===== src/rtl/pfd_pkg.sv =====
package pfd_pkg;
  localparam int unsigned DEF_RST_DLY = 2;
  localparam int unsigned N_CH = 2;
  localparam int unsigned CH_REF = 0;
  localparam int unsigned CH_FB = 1;

  typedef struct packed {
    logic up;
    logic dn;
  } pump_t;
endpackage


===== src/rtl/pfd_edge.sv =====
module pfd_edge #(
  parameter int unsigned N = 2
) (
  input  logic         clk_i,
  input  logic         rst_ni,
  input  logic [N-1:0] in_i,
  output logic [N-1:0] rise_o
);
  logic [N-1:0] prev_q;

  for (genvar g = 0; g < N; g++) begin : g_ch
    always_ff @(posedge clk_i or negedge rst_ni) begin
      if (!rst_ni) prev_q[g] <= 1'b0;
      else         prev_q[g] <= in_i[g];
    end
    assign rise_o[g] = in_i[g] & ~prev_q[g];
  end
endmodule


===== src/rtl/pfd_core.sv =====
module pfd_core
  import pfd_pkg::*;
#(
  parameter int unsigned RST_DLY = DEF_RST_DLY
) (
  input  logic  clk_i,
  input  logic  rst_ni,
  input  logic  pdn_i,
  input  logic  ref_rise_i,
  input  logic  fb_rise_i,
  output pump_t pump_o
);
  localparam int unsigned CW = (RST_DLY < 2) ? 1 : $clog2(RST_DLY);
  localparam logic [CW-1:0] LAST = CW'(RST_DLY - 1);

  logic          up_q, dn_q;
  logic [CW-1:0] cnt_q;
  logic          both, clr;

  assign both = up_q & dn_q;
  assign clr  = both & (cnt_q == LAST);

  always_ff @(posedge clk_i or negedge rst_ni) begin
    if (!rst_ni) begin
      up_q  <= 1'b0;
      dn_q  <= 1'b0;
      cnt_q <= '0;
    end else if (pdn_i) begin
      up_q  <= 1'b0;
      dn_q  <= 1'b0;
      cnt_q <= '0;
    end else begin
      // a new edge on the clearing cycle re-arms its side
      up_q  <= (up_q & ~clr) | ref_rise_i;
      dn_q  <= (dn_q & ~clr) | fb_rise_i;
      cnt_q <= (both & ~clr) ? cnt_q + 1'b1 : '0;
    end
  end

  assign pump_o.up = up_q;
  assign pump_o.dn = dn_q;
endmodule


===== src/rtl/pfd_drive.sv =====
module pfd_drive
  import pfd_pkg::*;
(
  input  pump_t pump_i,
  input  logic  pol_neg_i,
  input  logic  pdn_i,
  output logic  up_o,
  output logic  dn_o,
  output logic  hiz_o,
  output logic  lock_o
);
  logic up_s, dn_s;

  always_comb begin
    up_s = pol_neg_i ? pump_i.dn : pump_i.up;
    dn_s = pol_neg_i ? pump_i.up : pump_i.dn;
    if (pdn_i) begin
      up_s = 1'b0;
      dn_s = 1'b0;
    end
  end

  assign up_o   = up_s;
  assign dn_o   = dn_s;
  assign hiz_o  = ~(up_s | dn_s);
  assign lock_o = pdn_i | ~(pump_i.up | pump_i.dn);
endmodule


===== src/rtl/pfd_lock_top.sv =====
module pfd_lock_top
  import pfd_pkg::*;
#(
  parameter int unsigned RST_DLY = DEF_RST_DLY
) (
  input  logic clk_i,
  input  logic rst_ni,
  input  logic ref_i,
  input  logic fb_i,
  input  logic pol_neg_i,
  input  logic cur4x_i,
  input  logic pdn_i,
  output logic up_o,
  output logic dn_o,
  output logic hiz_o,
  output logic cur4x_o,
  output logic lock_o
);
  logic [N_CH-1:0] in_v, rise_v;
  pump_t           pump;
  logic            cur_q;

  assign in_v[CH_REF] = ref_i;
  assign in_v[CH_FB]  = fb_i;

  pfd_edge #(.N(N_CH)) u_edge (
    .clk_i  (clk_i),
    .rst_ni (rst_ni),
    .in_i   (in_v),
    .rise_o (rise_v)
  );

  pfd_core #(.RST_DLY(RST_DLY)) u_core (
    .clk_i      (clk_i),
    .rst_ni     (rst_ni),
    .pdn_i      (pdn_i),
    .ref_rise_i (rise_v[CH_REF]),
    .fb_rise_i  (rise_v[CH_FB]),
    .pump_o     (pump)
  );

  pfd_drive u_drive (
    .pump_i    (pump),
    .pol_neg_i (pol_neg_i),
    .pdn_i     (pdn_i),
    .up_o      (up_o),
    .dn_o      (dn_o),
    .hiz_o     (hiz_o),
    .lock_o    (lock_o)
  );

  always_ff @(posedge clk_i or negedge rst_ni) begin
    if (!rst_ni) cur_q <= 1'b0;
    else         cur_q <= cur4x_i;
  end
  assign cur4x_o = cur_q;
endmodule


===== config.mk =====
export PLATFORM = sky130hd
export DESIGN_NAME = pfd_lock_top
export DESIGN_NICKNAME = d
export VERILOG_FILES = /design/src/rtl/pfd_pkg.sv /design/src/rtl/pfd_edge.sv /design/src/rtl/pfd_core.sv /design/src/rtl/pfd_drive.sv /design/src/rtl/pfd_lock_top.sv
export SDC_FILE = /design/constraint.sdc
export NUM_CORES = 1
export LEC_CHECK = 0
export ABC_AREA = 1
export BUFFER_PORTS_ARGS = -buffer_cell sky130_fd_sc_hd__buf_2
export CAP_MARGIN = 20
export CORE_AREA = 2 2 39 41
export DETAILED_ROUTE_END_ITERATION = 6
export DIE_AREA = 0 0 41 43
export HOLD_SLACK_MARGIN = 0.08
export SKIP_CTS_REPAIR_TIMING = 1
export SLEW_MARGIN = 25
export SYNTH_ARGS = -nofsm -noshare
export SYNTH_HDL_FRONTEND = slang
export SYNTH_HIERARCHICAL = 1
export SYNTH_SLANG_ARGS = --single-unit

===== constraint.sdc =====
create_clock -name clk_i -period 1 [get_ports clk_i]
set_input_delay 0.05 -clock clk_i [delete_from_list [all_inputs] [get_ports clk_i]]
set_output_delay 0.05 -clock clk_i [all_outputs]
set_load 0.005 [all_outputs]

# Word level (Yosys, flattened, before mapping)
# Index checks and enable logic that the tools add are counted.
[word_totals] regBits=6 input_bits=7 output_inout_bits=5
[op_classes] add_sub_neg=1 mux=8 bitwise=17
[op_table] cell="$mux W1" n=8
[op_table] cell="$and A1 B1 Y1" n=7
[op_table] cell="$not A1 Y1" n=5
[op_table] cell="$or A1 B1 Y1" n=5
[op_table] cell="$add A1 B1 Y1 const B" n=1

# Longest topological paths before layout
[logic_depth] word_depth=6 ltp_mapped=5

# Modules after synthesis
# Netlist, hierarchy kept.
[modules_own_cells] mod="pfd_core" n_inst=1 cells_per_inst=15 area_each_um2=131.4 seq_area_each_um2=75.1
[modules_own_cells] mod="pfd_edge" n_inst=1 cells_per_inst=6 area_each_um2=70.1 seq_area_each_um2=50.0
[modules_own_cells] mod="pfd_drive" n_inst=1 cells_per_inst=13 area_each_um2=56.3 seq_area_each_um2=0.0
[modules_own_cells] mod="pfd_lock_top" n_inst=1 cells_per_inst=1 area_each_um2=25.0 seq_area_each_um2=25.0

# Least setup slack after synthesis
# No wires, ideal clock.
[synth_timing] path_type="flip-flop to output port" start="reg u_core.up_q" end="out hiz_o" t_arrival_ns=0.708 required_ns=0.950 slack_ns=0.242 path_stages_with_launch=3 path_buffers=1 path_cell_list="dfrtp_1 -> buf_4 -> o21ai_0"
[synth_via] elab_chain_len=4 word_cells_on_any_way=6 cone_classes="mux: 4; bitwise: 2"
[synth_rtl] element="start: declaration" line="pfd_core.sv:16" rtl="logic up_q, dn_q;"
[synth_rtl] element="start signal: assignment" line="pfd_core.sv:34" rtl="up_q <= (up_q & ~clr) | ref_rise_i;"
[synth_rtl] element="$mux W1 (on tied branches)" line="pfd_drive.sv:15, pfd_drive.sv:16"
[synth_rtl] element="$mux W1" line="pfd_drive.sv:17" rtl="if (pdn_i) begin"
[synth_rtl] element="$or A1 B1 Y1 (*)" line="pfd_drive.sv:25" rtl="assign hiz_o = ~(up_s | dn_s);"
[synth_rtl] element="$not A1 Y1 (*)" line="pfd_drive.sv:25"
[synth_rtl] element="end: declaration" line="pfd_lock_top.sv:15" rtl="output logic hiz_o,"
# Every way passes the cells marked *; elsewhere a longest branch is shown, timed or not.

# Worst setup path after layout
[layout_timing] start="reg u_core.up_q" end="out dn_o"
[layout_via] elab_chain_len=2
[layout_rtl] element="$mux W1" line="pfd_drive.sv:16" rtl="dn_s = pol_neg_i ? pump_i.up : pump_i.dn;"
[layout_rtl] element="$mux W1" line="pfd_drive.sv:17"
[layout_rtl] element="end: declaration" line="pfd_lock_top.sv:14" rtl="output logic dn_o,"
# Every way passes these cells.

==> run metrics <==
status finished, violations left; failing checks negative setup slack; vias in the first global route about 240; Final Instance Count excl. Fillers 70; crit path max fanout 7; global route hottest layer met2; number of synthesized flops with an enable pin 0; Mapped Cells 35; first-pass GRT wire length roughly 870 µm; final worst setup slack -0.03683 ns; ant diodes 0; CTS H-tree depth 1; Pint approximately 440 µW; design area ~440 µm²; max-slew violations 0; area leader, netlist dfrtp_1; commonest cells in the netlist inv_1, dfrtp_1, nor2_1, nand2_1, nor2_2; deepest clock path buffer count 2; CP arrival 0.99 ns; synth warn 6; drt via density 3.571; hold crit path type in -> async; Place WS roughly 0.18 ns; sequential share of the synthesized area a little over half; met1 usage 8.882%; worst skew pair latency between 0.2 and 0.25 ns; Final Critical Period ~1.0 ns; Peak VDD IR about 0.56 mV; Combinational Power Share between 10% and 20%; max_cap viols 0; initial antenna violation count 0; layout cells sized above 1 between 40 and 50%; number of CTS-inserted buffers 3; GPL Wtd Cong 0.6372; TritonCTS Sinks 6; Final Skew about 0.0012 ns; Root Buffer clkbuf_4; asr flop ratio synth between 90% and 100%; Post-synth top flop dfrtp_1; Cells after DPL 60; Total Routing Usage GR under 10%; Post-Syn Area per Cell slightly above 8 µm²; Die Wd 41 µm; Post-Syn Area between 200 and 300 µm²; relative slew slack between 80 and 90%; Required @ worst endpoint about 0.95 ns; grt met3 use about 3.1%; footprint of the multi-input gates about 94 µm²; Site Rows 14; flops & latches, synth 6; largest net degree at the start of global routing 8; CTS tree done; pwr dens about 1300 nW/µm²; DRT Wirelength roughly 540 µm; Slowest-stage cell, CP dfrtp_2; Die H between 40 and 50 µm; Yosys cell types 9; crit end category output port; GRT met2 Usage between 10% and 20%; DRT iter0 DRCs 0; FF/Latch Area between 150 and 200 µm²; share of the synthesized area in the top cell type a little over half; io pins 12; Vias 250; Highest Clock Rate around 0.96 GHz; Buffers & Inverters on Critical Path 2; CP dominant cell by count nand2_1; top-count cell post-synth inv_1; placed instance area approximately 340 µm²; switching part of the total 22.53%; syn_nets between 40 and 50; Setup Viol. Count Final 4; final total power ~570 µW; TritonRoute pass-1 iters 1; leak pwr 0.0002250 µW; synth top area cells dfrtp_1, inv_1, nor2_2; die area between 1500 and 2000 µm²; ANT nets after route 0; routed len/inst 7.671 µm; sequential share of power between 40 and 50%; cell family with the largest share of critical-path delay flip-flops; critical path startpoint category flop; critical path launch point u_core/up_q; clock group share of total power a little under two fifths; fin nets 63; Critical Path Max Stage Delay about 0.44 ns; Synth-to-Final Area Change 53.98%; GR Overflow Total 0; core box area 1384 µm²; reg-to-reg startpoint u_core/dn_q; DP HPWL about 400 µm; # port buffers 11; Tcrit/Tclk final 103.7%; # DRC 0; Initial Util approximately 20%; fillcell total between 100 and 150; WS Path Type reg -> out; Reg clk slew, reported paths ~0.040 ns; Core Util, Final 31.46%; endpoints failing hold 0; critical path cell sequence inv_1, nand2_1, nand2_1, nor2_2, buf_2; Worst Tran Pin Value around 0.18 ns; RSZ-0062 raised after global routing yes; Net Sw Power between 100 and 150 µW
metrics by stage:
stage / setup TNS [ns] / hold WS, ns
after global routing: -0.4924 / 0.1807
after CTS: -0.2125 / -0.3791
final: -0.09054 / 0.1661
after floorplan: 0 / -0.2456
after global placement: 0 / -0.1221
after detailed placement: 0 / -0.1186
worst paths after layout:
check                      cells after the start  slack [ns]            to
min in group clk_i                             4        0.43         hiz_o
max in group asynchronous                      2        0.68   u_core/dn_q
min                                            2        0.17       cur4x_o
max                                            5       -0.04          dn_o
max reg2reg                                    5       -0.03   u_core/up_q
min reg2reg                                    1        0.46  u_core/cnt_q
sequential cells by signal (all words and copies together) (netlist names):
| register | cells |
|---|---|
| u_core/cnt_q | 1 |
| u_edge/prev_q | 2 |
| u_core/up_q | 1 |
| u_core/dn_q | 1 |
| cur4x_o | 1 |
routing by layer:
metal  up-vias  routed length, µm
met5         -                  0
met4         0                  0
met3         0                 44
met2         9                261
met1       100                231
li1        141                  -
cell type report:
type / instances / area share (%)
tap: 16 / 4.598
inverter: 7 / 6.034
timing repair buffer: 18 / 27.59
multi-input combinational: 20 / 21.55
sequential: 6 / 35.06
clock buffer: 3 / 5.172
kinds of logic (layout without fill, tap and decap cells):
kind of cell	Yosys count	count (layout)	share of synthesized area, %
compound gates	4	4	7.080
flops	6	6	53.10
buf+inv	9	28	14.60
simple gates	16	16	25.22
power groups by stage:
stage | clock, µW | sequential [µW] | combinational [µW]
2_1_floorplan | 0 | 266 | 43.9
3_3_place_gp | 0 | 270 | 67.5
3_5_place_dp | 0 | 271 | 68.8
4_1_cts | 227 | 268 | 69.2
5_1_grt | 243 | 270 | 106
6_report | 211 | 268 | 92.5
cell usage in the layout (no fill, tap or decap):
| master | netlist | layout |
|---|---|---|
| nor3_1 | 1 | 1 |
| nand2_1 | 5 | 5 |
| inv_1 | 7 | 6 |
| buf_4 | 2 | 2 |
| dfrtp_2 | 0 | 2 |
| a21oi_1 | 2 | 2 |
| nor2_2 | 4 | 5 |
| clkbuf_4 | 0 | 3 |
| buf_2 | 0 | 11 |
| nor2_1 | 6 | 5 |
| o21ai_0 | 2 | 2 |
| dfrtp_1 | 6 | 4 |
| inv_2 | 0 | 1 |
| dlygate4sd3_1 | 0 | 5 |
Note: power is estimated with default switching activity, not from simulation.
